File: src/rtl/flag_alu_pkg.sv
package flag_alu_pkg;

  typedef enum logic [5:0] {
    OP_ADDI = 6'd0, OP_SUBI, OP_XORI, OP_XNORI, OP_ORI, OP_ORNI, OP_ANDI, OP_ANDNI,
    OP_ADD  = 6'd8, OP_SUB, OP_ADDC, OP_SUBC,
    OP_XOR  = 6'd12, OP_XNOR, OP_OR, OP_ORN, OP_AND, OP_ANDN,
    OP_SHL  = 6'd18, OP_SHR, OP_ROLC, OP_RORC, OP_ASHL, OP_ASHR,
    OP_ROTI = 6'd24, OP_ROT,
    OP_INV  = 6'd26, OP_BSE,
    OP_CMP  = 6'd28, OP_CMN, OP_TST, OP_TEQ, OP_TCM, OP_TIB
  } alu_op_e;

  typedef enum logic [2:0] {
    K_NONE, K_ARITH, K_LOGIC, K_SHIFT, K_INV, K_BSE
  } alu_kind_e;

  typedef enum logic [1:0] { LF_XOR, LF_OR, LF_AND } logic_fn_e;

  typedef enum logic [2:0] {
    SK_SHL, SK_SHR, SK_ROLC, SK_RORC, SK_ASHR, SK_ROT
  } shift_kind_e;

  localparam int FLAG_C = 3;
  localparam int FLAG_V = 2;
  localparam int FLAG_N = 1;
  localparam int FLAG_Z = 0;

endpackage

File: src/rtl/fa_addsub.sv
module fa_addsub #(
  parameter int W = 16
) (
  input  logic [W-1:0] a,
  input  logic [W-1:0] b,
  input  logic         sub,
  input  logic         use_carry,
  input  logic         cin,
  output logic [W-1:0] sum,
  output logic         cout,
  output logic         ovf
);
  logic [W-1:0] b_eff;
  logic         c0;
  logic [W:0]   full;

  always_comb begin
    b_eff = sub ? ~b : b;
    c0    = use_carry ? cin : sub;
    full  = {1'b0, a} + {1'b0, b_eff} + {{W{1'b0}}, c0};
    sum   = full[W-1:0];
    cout  = full[W];
    ovf   = (a[W-1] == b_eff[W-1]) && (sum[W-1] != a[W-1]);
  end
endmodule

File: src/rtl/fa_logic.sv
module fa_logic
  import flag_alu_pkg::*;
#(
  parameter int W = 16
) (
  input  logic [W-1:0] a,
  input  logic [W-1:0] b,
  input  logic_fn_e    fn,
  input  logic         inv_b,
  output logic [W-1:0] y
);
  logic [W-1:0] b_eff;

  always_comb begin
    b_eff = inv_b ? ~b : b;
    unique case (fn)
      LF_XOR:  y = a ^ b_eff;
      LF_OR:   y = a | b_eff;
      default: y = a & b_eff;
    endcase
  end
endmodule

File: src/rtl/fa_shift.sv
module fa_shift
  import flag_alu_pkg::*;
#(
  parameter int W    = 16,
  parameter int SH_W = $clog2(W)
) (
  input  logic [W-1:0]    one_src,
  input  logic [W-1:0]    rot_src,
  input  logic [SH_W-1:0] amt,
  input  logic            cin,
  input  shift_kind_e     kind,
  output logic [W-1:0]    y,
  output logic            cout,
  output logic            cvalid
);
  logic [2*W-1:0] twice;

  always_comb begin
    twice  = {rot_src, rot_src} << amt;
    cvalid = 1'b1;
    unique case (kind)
      SK_SHL:  begin y = {one_src[W-2:0], 1'b0};          cout = one_src[W-1]; end
      SK_SHR:  begin y = {1'b0, one_src[W-1:1]};          cout = one_src[0];   end
      SK_ROLC: begin y = {one_src[W-2:0], cin};           cout = one_src[W-1]; end
      SK_RORC: begin y = {cin, one_src[W-1:1]};           cout = one_src[0];   end
      SK_ASHR: begin y = {one_src[W-1], one_src[W-1:1]};  cout = one_src[0];   end
      default: begin
        y      = twice[2*W-1:W];
        cout   = y[0];
        cvalid = (amt != '0);
      end
    endcase
  end
endmodule

File: src/rtl/flag_alu.sv
module flag_alu
  import flag_alu_pkg::*;
#(
  parameter int W     = 16,
  parameter int IMM_W = 8,
  parameter int FW    = 4,
  parameter int OP_W  = 6
) (
  input  logic             clk,
  input  logic             rst,
  input  logic             op_valid,
  input  logic [OP_W-1:0]  op,
  input  logic [W-1:0]     opa,
  input  logic [W-1:0]     opb,
  input  logic [IMM_W-1:0] imm8,
  input  logic             sr_we,
  input  logic [FW-1:0]    sr_din,
  output logic [W-1:0]     result,
  output logic             wr_en,
  output logic [FW-1:0]    status
);
  localparam int SH_W = $clog2(W);
  localparam int HALF = W / 2;

  alu_kind_e   kind;
  logic        sub, use_c, inv_b, use_imm, rot_imm, wr;
  logic_fn_e   lfn;
  shift_kind_e skind;

  always_comb begin
    kind = K_NONE; sub = 1'b0; use_c = 1'b0; inv_b = 1'b0;
    use_imm = 1'b0; rot_imm = 1'b0; wr = 1'b1;
    lfn = LF_AND; skind = SK_ROT;
    case (op)
      OP_ADDI:  begin kind = K_ARITH; use_imm = 1'b1; end
      OP_SUBI:  begin kind = K_ARITH; use_imm = 1'b1; sub = 1'b1; end
      OP_XORI:  begin kind = K_LOGIC; use_imm = 1'b1; lfn = LF_XOR; end
      OP_XNORI: begin kind = K_LOGIC; use_imm = 1'b1; lfn = LF_XOR; inv_b = 1'b1; end
      OP_ORI:   begin kind = K_LOGIC; use_imm = 1'b1; lfn = LF_OR; end
      OP_ORNI:  begin kind = K_LOGIC; use_imm = 1'b1; lfn = LF_OR; inv_b = 1'b1; end
      OP_ANDI:  begin kind = K_LOGIC; use_imm = 1'b1; end
      OP_ANDNI: begin kind = K_LOGIC; use_imm = 1'b1; inv_b = 1'b1; end
      OP_ADD:   kind = K_ARITH;
      OP_SUB:   begin kind = K_ARITH; sub = 1'b1; end
      OP_ADDC:  begin kind = K_ARITH; use_c = 1'b1; end
      OP_SUBC:  begin kind = K_ARITH; use_c = 1'b1; sub = 1'b1; end
      OP_XOR:   begin kind = K_LOGIC; lfn = LF_XOR; end
      OP_XNOR:  begin kind = K_LOGIC; lfn = LF_XOR; inv_b = 1'b1; end
      OP_OR:    begin kind = K_LOGIC; lfn = LF_OR; end
      OP_ORN:   begin kind = K_LOGIC; lfn = LF_OR; inv_b = 1'b1; end
      OP_AND:   kind = K_LOGIC;
      OP_ANDN:  begin kind = K_LOGIC; inv_b = 1'b1; end
      OP_SHL, OP_ASHL: begin kind = K_SHIFT; skind = SK_SHL; end
      OP_SHR:   begin kind = K_SHIFT; skind = SK_SHR; end
      OP_ROLC:  begin kind = K_SHIFT; skind = SK_ROLC; end
      OP_RORC:  begin kind = K_SHIFT; skind = SK_RORC; end
      OP_ASHR:  begin kind = K_SHIFT; skind = SK_ASHR; end
      OP_ROTI:  begin kind = K_SHIFT; rot_imm = 1'b1; end
      OP_ROT:   kind = K_SHIFT;
      OP_INV:   kind = K_INV;
      OP_BSE:   kind = K_BSE;
      OP_CMP:   begin kind = K_ARITH; sub = 1'b1; wr = 1'b0; end
      OP_CMN:   begin kind = K_ARITH; wr = 1'b0; end
      OP_TST:   begin kind = K_LOGIC; wr = 1'b0; end
      OP_TEQ:   begin kind = K_LOGIC; lfn = LF_XOR; wr = 1'b0; end
      OP_TCM:   begin kind = K_LOGIC; lfn = LF_XOR; inv_b = 1'b1; wr = 1'b0; end
      OP_TIB:   begin kind = K_LOGIC; inv_b = 1'b1; wr = 1'b0; end
      default:  wr = 1'b0;
    endcase
  end

  logic [W-1:0]    b_sel;
  logic [SH_W-1:0] amt;
  logic            c_cur;

  assign b_sel = use_imm ? {{(W-IMM_W){1'b0}}, imm8} : opb;
  assign amt   = rot_imm ? imm8[SH_W-1:0] : opb[SH_W-1:0];
  assign c_cur = status[FLAG_C];

  logic [W-1:0] ar_y, lg_y, sh_y;
  logic         ar_c, ar_v, sh_c, sh_cv;

  fa_addsub #(.W(W)) u_addsub (
    .a(opa), .b(b_sel), .sub(sub), .use_carry(use_c), .cin(c_cur),
    .sum(ar_y), .cout(ar_c), .ovf(ar_v)
  );

  fa_logic #(.W(W)) u_logic (
    .a(opa), .b(b_sel), .fn(lfn), .inv_b(inv_b), .y(lg_y)
  );

  fa_shift #(.W(W), .SH_W(SH_W)) u_shift (
    .one_src(opb), .rot_src(opa), .amt(amt), .cin(c_cur), .kind(skind),
    .y(sh_y), .cout(sh_c), .cvalid(sh_cv)
  );

  logic c_nxt, v_nxt;

  always_comb begin
    c_nxt = c_cur;
    v_nxt = 1'b0;
    case (kind)
      K_ARITH: begin result = ar_y; c_nxt = ar_c; v_nxt = ar_v; end
      K_LOGIC: result = lg_y;
      K_SHIFT: begin result = sh_y; if (sh_cv) c_nxt = sh_c; end
      K_INV:   result = ~opb;
      K_BSE:   result = {{HALF{opb[HALF-1]}}, opb[HALF-1:0]};
      default: result = '0;
    endcase
  end

  logic known;
  assign known = (kind != K_NONE);
  assign wr_en = op_valid && known && wr;

  always_ff @(posedge clk) begin
    if (rst)                   status <= '0;
    else if (sr_we)            status <= sr_din;
    else if (op_valid && known) status <= {c_nxt, v_nxt, result[W-1], (result == '0)};
  end

  // reset clears the flags
  a_r11_reset_clear: assert property (@(posedge clk) rst |=> status == '0);
  // status load path wins
  a_r9_status_load: assert property (@(posedge clk) disable iff (rst)
    sr_we |=> status == $past(sr_din));
  // no operation, no flag change
  a_r10_flags_hold: assert property (@(posedge clk) disable iff (rst)
    (!sr_we && !(op_valid && known)) |=> $stable(status));
  // logic ops clear overflow
  a_r3_no_overflow: assert property (@(posedge clk) disable iff (rst)
    (!sr_we && op_valid && kind == K_LOGIC) |=> !status[FLAG_V]);
  // zero and negative follow the result
  a_r8_zero_neg: assert property (@(posedge clk) disable iff (rst)
    (!sr_we && op_valid && known) |=>
      (status[FLAG_Z] == ($past(result) == '0)) && (status[FLAG_N] == $past(result[W-1])));
  // compare and test never write
  a_r7_no_write: assert property (@(posedge clk) disable iff (rst)
    (op >= OP_CMP && op <= OP_TIB) |-> !wr_en);
endmodule

File: config.mk
export PLATFORM = sky130hd
export DESIGN_NAME = flag_alu
export DESIGN_NICKNAME = d
export VERILOG_FILES = /design/src/rtl/flag_alu_pkg.sv /design/src/rtl/fa_addsub.sv /design/src/rtl/fa_logic.sv /design/src/rtl/fa_shift.sv /design/src/rtl/flag_alu.sv
export SDC_FILE = /design/constraint.sdc
export NUM_CORES = 1
export LEC_CHECK = 0
export BUFFER_PORTS_ARGS = -buffer_cell sky130_fd_sc_hd__buf_2
export CORE_MARGIN = 3
export CORE_UTILIZATION = 55
export CTS_BUF_LIST = sky130_fd_sc_hd__clkbuf_16
export DETAILED_ROUTE_END_ITERATION = 10
export PLACE_DENSITY = 0.76
export RECOVER_POWER = 50
export SYNTH_ARGS = -nofsm -noshare
export SYNTH_HDL_FRONTEND = slang
export SYNTH_SLANG_ARGS = --single-unit
File: constraint.sdc
create_clock -name clk -period 10.76 [get_ports clk]
set_input_delay 0 -clock clk [delete_from_list [all_inputs] [get_ports clk]]
set_output_delay 0 -clock clk [all_outputs]
set_load 0.005 [all_outputs]
# Word-level counts from Yosys, hierarchy flattened

Cells that the tools add are included.
Widths: inputs -> output; s select.

Flip-flop bits (word level): 4
Output and inout bits: 21
Word-level logic and storage cells: 106

$add $sub $neg: 2
Equality and inequality tests: 46
Shift-type cells: 1
Mux-type cells: 24
Bitwise logic cells: 5
Reductions and logical operators: 26

Operator list:

| cell               | count |
|---|---|
| $pmux 16 s5        | 2 |
| $eq 6x5->1 const B | 16 |
| $eq 6x4->1 const B | 8 |
| $mux 16            | 3 |
| $not 16->16        | 2 |
| $pmux 16 s2        | 1 |
| $reduce_or 8->1    | 4 |
| $shl 32x4->32      | 1 |
| $pmux 3 s5         | 2 |
| $reduce_or 28->1   | 1 |
| $eq 6x3->1 const B | 4 |
| $add 16x16->17     | 1 |
| $add 17x1->17      | 1 |
| $and 16x16->16     | 1 |
| $logic_not 16->1   | 1 |
| $or 16x16->16      | 1 |
| $reduce_or 16->1   | 1 |
| $xor 16x16->16     | 1 |
| $eq 3x2->1 const B | 4 |
| $eq 6x2->1 const B | 2 |
| $eq 6x6->1 const B | 2 |
| $mux 4             | 3 |
| $mux 1             | 10 |
| $eq 3x3->1 const B | 3 |
| other kinds (21)   | 29 |

# Logic depth before layout (Yosys ltp)

Gate-level depths: netlist (run 1).

Word-level depth: 13
Depth in mapped cells: 20
Gate-level depth less buffers: 17

# By module

From an unflattened synthesis (run 1), not the netlist that was laid out.

Cells, all modules: 587
Area total of the unflattened synthesis: 4406.7 um^2

By module, submodules not included:

| module    | instances | cells an instance | area an instance (um^2) |
|---|---|---|---|
| flag_alu  | 1         | 182               | 1246.2 |
| fa_logic  | 1         | 152               | 1159.9 |
| fa_shift  | 1         | 134               | 1087.3 |
| fa_addsub | 1         | 119               | 913.4 |

# Least setup slack after synthesis (run 1)

No wires, ideal clock.

Path type: input -> register
Start: input op[0]
End: register status[0]
Setup time: 0.096 ns
Data arrival time: 4.926 ns
Data required time: 10.664 ns
Setup slack: 5.738 ns
Stages: 20
Buffers on the path: 3
Path through: inv_1 clkbuf_1 buf_1 or3_1 a21oi_1 o21ai_1 clkbuf_1 mux2i_1 fa_1 fa_1 a211oi_1 o21a_1 o211ai_1 a21oi_1 xnor2_1 nor2_1 or4b_4 nor4_1 nand4bb_1 o41ai_2

Cells in the longest elaborated chain, start to end: 12

RTL lines:

| item                                                | line                            | RTL |
|---|---|---|
| start: declaration                                  | flag_alu.sv:12                  | `input logic [OP_W-1:0] op,` |
| $eq 6x3->1 (tied with other cells)                  | flag_alu.sv:34                  | `case (op)` |
| $reduce_or 8->1 (no line)                           | n/a                             |  |
| $mux 1                                              | flag_alu.sv:34                  |  |
| $mux 16                                             | flag_alu.sv:76                  | `assign b_sel = use_imm ? {{(W-IMM_W){1'b0}}, imm8} : opb;` |
| $not 16->16                                         | fa_addsub.sv:18, fa_logic.sv:15 |  |
| $mux 16, on equally long branches                   | fa_addsub.sv:18, fa_logic.sv:15 |  |
| $add 16x16->17 (tied with other cells)              | fa_addsub.sv:20                 | `full = {1'b0, a} + {1'b0, b_eff} + {{W{1'b0}}, c0};` |
| $add 17x1->17 / $pmux 16 s2 (equally long branches) | fa_addsub.sv:20, fa_logic.sv:16 |  |
| $pmux 16 s5 *                                       | flag_alu.sv:102                 | `case (kind)` |
| via result[12]                                      | flag_alu.sv:18                  | `output logic [W-1:0] result,` |
| $logic_not 16->1 *                                  | flag_alu.sv:119                 | `else if (op_valid && known) status <= {c_nxt, v_nxt, result[W-1], (result == '0)};` |
| $mux 4 *                                            | flag_alu.sv:119                 |  |
| $mux 4 *                                            | flag_alu.sv:118                 | `else if (sr_we) status <= sr_din;` |
| end signal: assignment                              | flag_alu.sv:118                 |  |
| end signal: assignment                              | flag_alu.sv:119                 |  |
| end: declaration                                    | flag_alu.sv:20                  | `output logic [FW-1:0] status` |

The timed path passes the listed nets; every way through them passes the cells marked *. The select of a mux whose other input is x is not followed.
A chain may end at the register's enable or synchronous reset.

# Worst setup path after layout (run 1)

Start: input op[0]
End: register status[0]

Cells in the longest elaborated chain, start to end: 12

RTL lines:

| item                                                | line |
|---|---|
| $eq 6x3->1 (tied with other cells)                  | flag_alu.sv:34 |
| $reduce_or 8->1 (no line)                           | n/a |
| $mux 1                                              | flag_alu.sv:34 |
| $mux 16                                             | flag_alu.sv:76 |
| $not 16->16                                         | fa_addsub.sv:18, fa_logic.sv:15 |
| $mux 16, on equally long branches                   | fa_addsub.sv:18, fa_logic.sv:15 |
| $add 16x16->17 (tied with other cells)              | fa_addsub.sv:20 |
| $add 17x1->17 / $pmux 16 s2 (equally long branches) | fa_addsub.sv:20, fa_logic.sv:16 |
| $pmux 16 s5                                         | flag_alu.sv:102 |
| $logic_not 16->1                                    | flag_alu.sv:119 |
| $mux 4                                              | flag_alu.sv:119 |
| $mux 4                                              | flag_alu.sv:118 |

Parallel ways exist; a longest one is shown, timed or not. The select of a mux whose other input is x is not followed.

==> impl_metrics.toml, run 1 <==
[placement]
io_buffer_count = 74
place_congestion = 1.07
dp_hpwl_um = 14700

[pwr]
max-vdd-ir-drop_uv = 61.1
leakagePower_uw = 0.00220
cellPowerDensity_nw_per_um2 = 68.1

[job]
drv_cap = 0

[floorplanning]
fp-row-count = 33
design.portCount = 75
die_h_um = 99.5
chipWidth_um = 99.5
die-area_um2 = 9900
initial_utilization_pct = 57.6
coreArea_um2 = 8340

[sta]
worst_slew_pin_slew_ns = 1.23
worst_slew_margin_rel_pct = 17.7
grt_setup_unrepaired = "no"
final.min_clock_period_ns = 6.43
final-hold-violation-count = 0
hold_slack_ns = 0.00468
report.final.setup_viol = 0
max_freq_ghz = 0.155
finalSetupTns_ns = 0
final.period_utilization_pct = 59.8
fin_worst_skew_ns = 0.000264
maxSlewViolCount = 0

[global_routing]
first_pass_grt_wire_length_um = 30000
number_of_global_route_vias_before_repair = 5551
grt_usage_pct = 37.6
grt_remaining_overflow = 0
grt_start_max_net_pins = 32
grt_antenna_before_repair = 0

[yosys]
yosys_warnings = 0
yosys_most_used_dff = "sky130_fd_sc_hd__dfxtp_1"
yosysMostFrequentCell = "sky130_fd_sc_hd__nand2_1"
synth_top_area_cell = "sky130_fd_sc_hd__ha_1"
synthesis.area_um2 = 4810
synth_top_area_share_pct = 12.5
synth_async_sr_flop_share_pct = 0
synthCells = 701
post_synth_main_area_contributors = "sky130_fd_sc_hd__ha_1 12%, sky130_fd_sc_hd__a211oi_1 7.8%, sky130_fd_sc_hd__xor2_1 6.9%, sky130_fd_sc_hd__nand2_1 5.0%, sky130_fd_sc_hd__nand2b_1 4.2%"
mappedNetlistNets = 805
synth-seq-area-share_pct = 1.67
ys_types = 78
synth_seq_cells = 4
top_cell_types_by_occurrence_after_synthesis = "64 x sky130_fd_sc_hd__nand2_1, 50 x sky130_fd_sc_hd__a211oi_1, 48 x sky130_fd_sc_hd__ha_1"
postSynthAreaPerCell_um2 = 6.86
synth-edff-count = 0

[final_layout]
drive_above_1_share_pct = 14.6
area_delta_synth_final_pct = 8.04
reg_top3 = "status: 4 flops"
final_nets = 840
regMostFlops = "status"
largest_register_ffs = 4
n_antenna_cell = 0

[setup_path]
timing.critical_path.from_type = "primary input"
path_max_fanout = 23
timing_worst_setup_path_type = "in -> reg"
critPathTopFamily = "buffers and inverters"
cp_num_buf_inv = 3
required_ns = 10.88
critPathArrivalTime_ns = 6.56
crit_slowest_cell = "sky130_fd_sc_hd__clkbuf_1"
worst-r2r-setup-slack_ns = 6.72
critical_path.endpoint_type = "register"
slowest_delay_ns = 0.92
critical_path.cell_chain = "clkbuf_1 -> inv_1 -> nand4_1 -> a21oi_1 -> o21ai_2 -> clkbuf_1 -> mux2i_1 -> fa_1 -> fa_1 -> a211oi_1 -> o21a_1 -> o211ai_1 -> a21oi_1 -> xnor2_1 -> nor2_1 -> or4b_4 -> nor4_1 -> nand4bb_1 -> o41ai_2"

[drt]
finalWirelength_um = 19200
via_count = 6017
drt-initial-drc-count = 689
drc = 0
drtAntennaViolNets = 0
detail_route.wl_per_cell_um = 22.9
vias_per_cell = 7.17
drt_first_pass_iters = 7

[clocking]
cts-buffers-inserted = 3
worst_skew_pair.late_latency_ns = 0.22
cts_buffer_depth = 2
postCtsResizedCells = 0
cts_tree = "built"
clk_pin_slew_worst_paths_ns = 0.03
numClockSinks = 4
clock_tree.root_cell = "sky130_fd_sc_hd__clkbuf_16"
cts_hold_buf = 0
cts_setup_buffers = 0
cts-htree-levels = 1

[status]
outcome = "complete, no violations"

[hold_path]
hp-class = "in -> reg"
[power by group]
group	internal, uW	switching [uW]
combinational	106	174
sequential	16.0	0.490
clock	47.4	9.94
total	169	184
[layer usage]
layer  GRT usage [%]  share of wire (%)
met1            51.2                 39
met5               0                  0
met4            12.4                4.4
met3            7.92                 13
met2            58.8                 44
[final cells by class]
type / instances / area (um2)
flip-flops and latches: 4 / 80.1
clock buffers: 3 / 75.1
repair buffers: 81 / 412
fillers: 806 / 3150
multi-input cells: 600 / 4320
inverters: 46 / 173
well taps: 105 / 131
[cell families (layout without fill, tap and decap cells)]
family	count (synthesis)	after routing	synth area share, %
adders and majority gates	50	50	13.3
and+or+nand+nor	227	227	24.6
AOI/OAI and AO/OA	258	258	39.1
muxes	19	19	4.17
DFF	4	4	1.67
xor gates and xnor gates	46	46	8.38
buffers and inverters	97	130	8.72
[placed cells by master (no fill, tap or decap), types with 5 or more instances in the layout]
| cell | n |
|---|---|
| sky130_fd_sc_hd__o21a_1 | 9 |
| sky130_fd_sc_hd__mux2_2 | 5 |
| sky130_fd_sc_hd__a2111oi_0 | 9 |
| sky130_fd_sc_hd__xnor2_1 | 8 |
| sky130_fd_sc_hd__xor2_1 | 38 |
| sky130_fd_sc_hd__nor2_1 | 42 |
| sky130_fd_sc_hd__a211oi_1 | 49 |
| sky130_fd_sc_hd__inv_1 | 46 |
| sky130_fd_sc_hd__a31oi_1 | 5 |
| sky130_fd_sc_hd__buf_2 | 68 |
| sky130_fd_sc_hd__a221oi_1 | 11 |
| sky130_fd_sc_hd__o221ai_1 | 8 |
| sky130_fd_sc_hd__ha_1 | 48 |
| sky130_fd_sc_hd__nand4_1 | 6 |
| sky130_fd_sc_hd__clkbuf_1 | 7 |
| sky130_fd_sc_hd__mux2i_1 | 13 |
| sky130_fd_sc_hd__o21ai_0 | 21 |
| sky130_fd_sc_hd__or3_1 | 8 |
| sky130_fd_sc_hd__a22oi_1 | 11 |
| sky130_fd_sc_hd__and3_1 | 8 |
| sky130_fd_sc_hd__buf_4 | 6 |
| sky130_fd_sc_hd__nand2_1 | 64 |
| sky130_fd_sc_hd__nand3_1 | 6 |
| sky130_fd_sc_hd__o22ai_1 | 25 |
| sky130_fd_sc_hd__a21oi_1 | 39 |
| sky130_fd_sc_hd__o211ai_1 | 7 |
| sky130_fd_sc_hd__a311o_1 | 10 |
| sky130_fd_sc_hd__a21o_1 | 9 |
| sky130_fd_sc_hd__nor3_1 | 26 |
| sky130_fd_sc_hd__nand2b_1 | 32 |
[path summary, 6_finish.rpt]
path              from        end  depth (start not counted)
max              op[0]  status[0]                         19
min                rst  status[1]                          2
max reg2reg  status[3]  status[0]                         14
min reg2reg  status[1]  status[1]                          4
[per-stage QoR]
step	instance area (um2)	total power [uW]	utilization, %	std cells	setup WS (ns)
6_report	5190	354	62.3	839	4.33
3_5_place_dp	5130	286	61.5	836	5.48
2_1_floorplan	4810	201	-	701	5.74
3_3_place_gp	5130	278	61.5	836	5.58
4_1_cts	5200	346	62.4	839	5.67
5_1_grt	5190	379	62.3	839	3.93
(Power assumes the default switching activity.)
==> run 2: changes to the inputs <==
clock period = 6.2 ns   (was 10.76 ns; I/O delays follow)
==> run 2 against run 1 <==
Critical path type unchanged. Wire length increased by 4.5%. Non-clock buffer count increased by 4. Global-route usage increased by 1.1 points. Sequential cell count unchanged. Critical endpoint unchanged. Clock-buffer cell count unchanged. Via count increased by 1.6%. Cell count increased by 0.48%. Largest power group unchanged.
==> impl_metrics.toml, run 2 (synthesis gave the netlist of run 1 again) <==
[sta]
finalSetupTns_ns = 0
final.min_clock_period_ns = 4.57
maxSlewViolCount = 0
final.period_utilization_pct = 73.7
max_freq_ghz = 0.219
hold_slack_ns = 0.0114
worst_slew_pin_slew_ns = 1.21
final-hold-violation-count = 0
report.final.setup_viol = 0
grt_setup_unrepaired = "no"
worst_slew_margin_rel_pct = 18.9
fin_worst_skew_ns = 0.00172

[clocking]
cts-buffers-inserted = 3
cts_buffer_depth = 2
clock_tree.root_cell = "sky130_fd_sc_hd__clkbuf_16"
worst_skew_pair.late_latency_ns = 0.23
cts-htree-levels = 1
cts_hold_buf = 0
numClockSinks = 4
clk_pin_slew_worst_paths_ns = 0.03
postCtsResizedCells = 0
cts_tree = "built"
cts_setup_buffers = 0

[pwr]
comb_power_share_pct = 78.9
max-vdd-ir-drop_uv = 98.6
switchingPower_uw = 329
power.internal_uw = 296
cellPowerDensity_nw_per_um2 = 120
power_frac_seq_pct = 4.6
leakagePower_uw = 0.00222
netSwitchingFraction_pct = 52.6
p_clk_share_pct = 16.5

[final_layout]
n_antenna_cell = 0
fin_cells = 843
drive_above_1_share_pct = 15.4
layout.cells.most_common = "sky130_fd_sc_hd__buf_2"
largest_register_ffs = 4
area_delta_synth_final_pct = 8.80
reg_top3 = "status: 4 flops"
final_nets = 844
regMostFlops = "status"
most_frequent_cells_in_the_layout = "70 x sky130_fd_sc_hd__buf_2, 64 x sky130_fd_sc_hd__nand2_1, 49 x sky130_fd_sc_hd__a211oi_1"

[drt]
drt_first_pass_iters = 6
drt-initial-drc-count = 606
finalWirelength_um = 20000
drc = 0
via_count = 6116
vias_per_cell = 7.26
detail_route.wl_per_cell_um = 23.8
drtAntennaViolNets = 0

[setup_path]
critPathArrivalTime_ns = 4.70
required_ns = 6.33
cp_num_buf_inv = 2
timing.critical_path.from_type = "primary input"
timing_worst_setup_path_type = "in -> reg"
path_max_fanout = 23
crit_slowest_cell = "sky130_fd_sc_hd__or4b_4"
slowest_delay_ns = 0.54
worst-r2r-setup-slack_ns = 2.24
critical_path.endpoint_type = "register"
critical_path.cell_chain = "clkbuf_1 -> nand4_1 -> a21oi_1 -> o21ai_2 -> buf_4 -> mux2i_1 -> fa_1 -> fa_1 -> a211oi_1 -> o21a_1 -> o211ai_1 -> a21oi_1 -> xnor2_1 -> nor2_1 -> or4b_4 -> nor4_1 -> nand4bb_1 -> o41ai_2"
critPathTopFamily = "compound AO/OA/AOI/OAI gates"

[placement]
io_buffer_count = 74
place_congestion = 1.11
dp_hpwl_um = 15400
place.detailed.instances = 840

[global_routing]
grt_start_max_net_pins = 27
grt_usage_pct = 38.7
first_pass_grt_wire_length_um = 30600
number_of_global_route_vias_before_repair = 5638
grt_antenna_before_repair = 0
grt_remaining_overflow = 0

[floorplanning]
chipWidth_um = 99.5
coreArea_um2 = 8340
die-area_um2 = 9900
initial_utilization_pct = 57.6
design.portCount = 75
die_h_um = 99.5
fp-row-count = 33

[hold_path]
hp-class = "in -> reg"

[status]
outcome = "complete, no violations"

[job]
drv_cap = 0
[run 2: changes by cell type in the layout (fill, tap and decap cells not counted), sizes merged]
cell,previous run,this run
buf,74,81
clkbuf,10,7
[run 2: per-layer routing]
metal | up-vias | share of wire [%] | GRT usage (%) | wire length [um]
met1 | 2824 | 38 | 51.4 | 7600
met4 | 0 | 5.0 | 17.4 | 1000
met5 | - | 0 | 0 | 0
li1 | 2731 | - | - | -
met2 | 481 | 44 | 61.8 | 8860
met3 | 80 | 13 | 5.54 | 2580
[run 2: layout make-up]
class | instances | area (um2)
Inverter | 46 | 173
Sequential cell | 4 | 80.1
Timing Repair Buffer | 85 | 448
Clock buffer | 3 | 75.1
Tap cell | 105 | 131
Fill cell | 827 | 3110
Multi-Input combinational cell | 600 | 4320
[run 2: power by group through the flow]
stage / Sequential, uW / Combinational (uW) / Clock [uW]
CTS: 28.6 / 475 / 104
detailed placement: 29.0 / 472 / 0
finish: 28.7 / 494 / 103
floorplan: 29.0 / 320 / 0
global placement: 28.9 / 460 / 0
global route: 28.8 / 528 / 107
[run 2: final timing paths]
| path | endpoint | depth (start not counted) | startpoint |
|---|---|---|---|
| setup / recovery | status[0] | 18 | op[3] |
| hold / removal | status[1] | 2 | rst |
| setup reg to reg | status[0] | 14 | status[3] |
| hold reg to reg | status[1] | 4 | status[1] |
[run 2: stage by stage]
step / util (%) / setup slack (ns) / instance area, um2 / power (uW)
floorplan: - / 1.18 / 4810 / 349
global placement: 61.9 / 1.71 / 5160 / 489
detailed placement: 61.9 / 1.57 / 5160 / 501
CTS: 62.8 / 1.80 / 5230 / 608
global route: 62.7 / 1.31 / 5230 / 664
finish: 62.7 / 1.63 / 5230 / 626
[run 2: worst register-to-register path, cell delays in order (launching register included)]
cell and delay [ns]:
sky130_fd_sc_hd__dfxtp_1 0.31, sky130_fd_sc_hd__inv_1 0.11, sky130_fd_sc_hd__mux2i_1 0.11, sky130_fd_sc_hd__fa_1 0.49, sky130_fd_sc_hd__fa_1 0.47, sky130_fd_sc_hd__a211oi_1 0.33
sky130_fd_sc_hd__o21a_1 0.22, sky130_fd_sc_hd__o211ai_1 0.11, sky130_fd_sc_hd__a21oi_1 0.22, sky130_fd_sc_hd__xnor2_1 0.15, sky130_fd_sc_hd__nor2_1 0.05, sky130_fd_sc_hd__or4b_4 0.54
sky130_fd_sc_hd__nor4_1 0.31, sky130_fd_sc_hd__nand4bb_1 0.22, sky130_fd_sc_hd__o41ai_2 0.23
==> run 3: changes to the inputs <==
CORE_UTILIZATION = 54   (was 55)
PLACE_DENSITY = 0.78   (was 0.76)
clock period = 3.91 ns   (was 6.2 ns; I/O delays follow)
==> run 3 against run 2 <==
Clock-buffer cell count unchanged. Worst setup slack got worse by 1.5 ns. Cell area increased by 7.8%. Clock power is 56% higher. Global-route usage shrank 0.060 points. Clock skew is 0.00088 ns lower. Wire length down 0.89%. Sequential cell count stayed put. Critical path type unchanged. Critical endpoint unchanged. Largest power group unchanged.
==> impl_metrics.toml, run 3 (synthesis gave the netlist of run 1 again) <==
[setup_path]
worst-r2r-setup-slack_ns = 0.30
slowest_delay_ns = 0.52
path_max_fanout = 8
cp_num_buf_inv = 3
worstReg2RegStart = "status[3]"
r2r.worst_path.cells = 14
critical_path.endpoint_type = "register"
timing.critical_path.mode_cell = "sky130_fd_sc_hd__xor2_1"
crit_slowest_cell = "sky130_fd_sc_hd__or4_1"
critical_path.cell_chain = "buf_2 -> inv_1 -> or3_1 -> a21oi_2 -> o21ai_4 -> buf_4 -> xor2_1 -> ha_1 -> and3_1 -> o21a_1 -> o21ai_1 -> xor2_1 -> o22ai_1 -> or4_1 -> or2_1 -> nor4_4 -> nand4bb_1 -> o41ai_2"
regToRegEndpoint = "status[0]"
timing.critical_path.from_type = "primary input"
timing_worst_setup_path_type = "in -> reg"
critPathTopFamily = "simple AND/OR/NAND/NOR gates"
critPathArrivalTime_ns = 3.93
required_ns = 4.04

[floorplanning]
fp-row-count = 33
coreArea_um2 = 8420
die_h_um = 100
design.portCount = 75
chipWidth_um = 100
die-area_um2 = 10100
initial_utilization_pct = 57.1

[clocking]
cts-htree-levels = 1
cts_buffer_depth = 2
worst_skew_pair.late_latency_ns = 0.23
cts-buffers-inserted = 3
numClockSinks = 4
cts_tree = "built"
clk_pin_slew_worst_paths_ns = 0.03
clock_tree.root_cell = "sky130_fd_sc_hd__clkbuf_16"

[global_routing]
grt_start_max_net_pins = 27
grt_usage_pct = 38.6
gr-usage-met3_pct = 6.39
grtUsageMet1_pct = 51.9
groute.layer.met2.usage_pct = 59.8
grt_remaining_overflow = 0
grt_antenna_before_repair = 0
top_usage_layer = "met2"
first_pass_grt_wire_length_um = 31000
number_of_global_route_vias_before_repair = 5825

[final_layout]
layout.cells.most_common = "sky130_fd_sc_hd__buf_2"
final_nets = 890
drive_above_1_share_pct = 21.0
most_frequent_cells_in_the_layout = "68 x sky130_fd_sc_hd__buf_2, 64 x sky130_fd_sc_hd__nand2_1, 56 x sky130_fd_sc_hd__buf_4"
regMostFlops = "status"
n_antenna_cell = 0
reg_top3 = "status: 4 flops"
largest_register_ffs = 4
area_delta_synth_final_pct = 17.2

[pwr]
leakagePower_uw = 0.00245
max-vdd-ir-drop_uv = 277
power_uw = 1060
cellPowerDensity_nw_per_um2 = 188

[placement]
pre_cts_slack_ns = -0.266
dp_hpwl_um = 15900
place_congestion = 1.07
io_buffer_count = 74

[drt]
via_count = 6217
drtAntennaViolNets = 0
drc = 0
detail_route.wl_per_cell_um = 22.4
finalWirelength_um = 19900
vias_per_cell = 6.99
drt-initial-drc-count = 908
drt_first_pass_iters = 6

[hold_path]
hp-class = "in -> reg"
timing.hold.worst.start = "sr_din[1]"
hold_end = "status[1]"
worstHoldPathCells = 3

[status]
outcome = "complete, no violations"

[sta]
worst_slew_pin_slew_ns = 0.969
hold_slack_ns = 0.0429
report.final.setup_viol = 0
postLayoutSetupSlackWorst_ns = 0.114
maxSlewViolCount = 0
worst_slew_margin_rel_pct = 34.9
final.period_utilization_pct = 97.1
fin_worst_skew_ns = 0.000847
final-hold-violation-count = 0
max_freq_ghz = 0.263
final.min_clock_period_ns = 3.80
grt_setup_unrepaired = "yes"

[job]
drv_cap = 0
## run 3: changes by cell type in the layout (fill, tap and decap cells not counted), sizes merged
cell and delta:
dlygate4sd3 +1, buf +43, clkbuf +2
## run 3: worst register-to-register path, stage by stage, from the launching register on
cell	delay, ns
sky130_fd_sc_hd__dfxtp_1	0.32
sky130_fd_sc_hd__inv_1	0.13
sky130_fd_sc_hd__mux2i_1	0.12
sky130_fd_sc_hd__fa_2	0.40
sky130_fd_sc_hd__fa_2	0.41
sky130_fd_sc_hd__a211oi_2	0.23
sky130_fd_sc_hd__o21bai_1	0.10
sky130_fd_sc_hd__a21oi_1	0.17
sky130_fd_sc_hd__xor2_1	0.17
sky130_fd_sc_hd__nor2_1	0.11
sky130_fd_sc_hd__or4_1	0.43
sky130_fd_sc_hd__or2_1	0.26
sky130_fd_sc_hd__nor4_4	0.27
sky130_fd_sc_hd__nand4bb_1	0.17
sky130_fd_sc_hd__o41ai_2	0.21
## run 3: per-layer routing
layer	routed length [um]	part of all wire, %
met3	2430	12
met2	8600	43
met1	7830	39
met5	0	0
met4	1020	5.2
## run 3: report_power, final
group,switching [uW],internal [uW]
Clock,30.0,131
Sequential,1.76,43.9
Combinational,507,344
Total,539,519
## run 3: area by class of cell
| cell class | instances | area, um2 |
|---|---|---|
| repair buffers | 131 | 793 |
| fillers | 790 | 2790 |
| flip-flops and latches | 4 | 80.1 |
| multi-input cells | 600 | 4380 |
| clock buffers | 3 | 75.1 |
| inverters | 46 | 173 |
| well taps | 105 | 131 |
## run 3: worst max path at each step
stage	startpoint	endpoint	slack [ns]	cells after the start
after floorplan	op[4]	status[0]	-0.03	17
after global placement	op[0]	status[0]	-0.04	18
after detailed placement	op[0]	status[0]	-0.27	17
after CTS	op[0]	status[0]	0.04	17
after global routing	op[0]	status[0]	-0.06	20
final	op[0]	status[0]	0.11	18
## run 3: timing repair
action                                 CTS  global route
buffers inserted                         0             0
resized for setup                        1             4
setup endpoints to repair                1             2
endpoints found under the hold margin    1             0
pin swaps                                0             4
hold buffers                             1             0
## run 3: per-stage QoR
| step | instances | utilization [%] | area [um2] | setup TNS, ns |
|---|---|---|---|---|
| global placement | 885 | 65.8 | 5540 | -0.0365 |
| finish | 889 | 66.9 | 5630 | 0 |
| global route | 889 | 66.9 | 5630 | -0.0624 |
| detailed placement | 885 | 65.8 | 5540 | -0.266 |
| CTS | 889 | 66.9 | 5630 | 0 |
| floorplan | 701 | - | 4900 | -0.0327 |
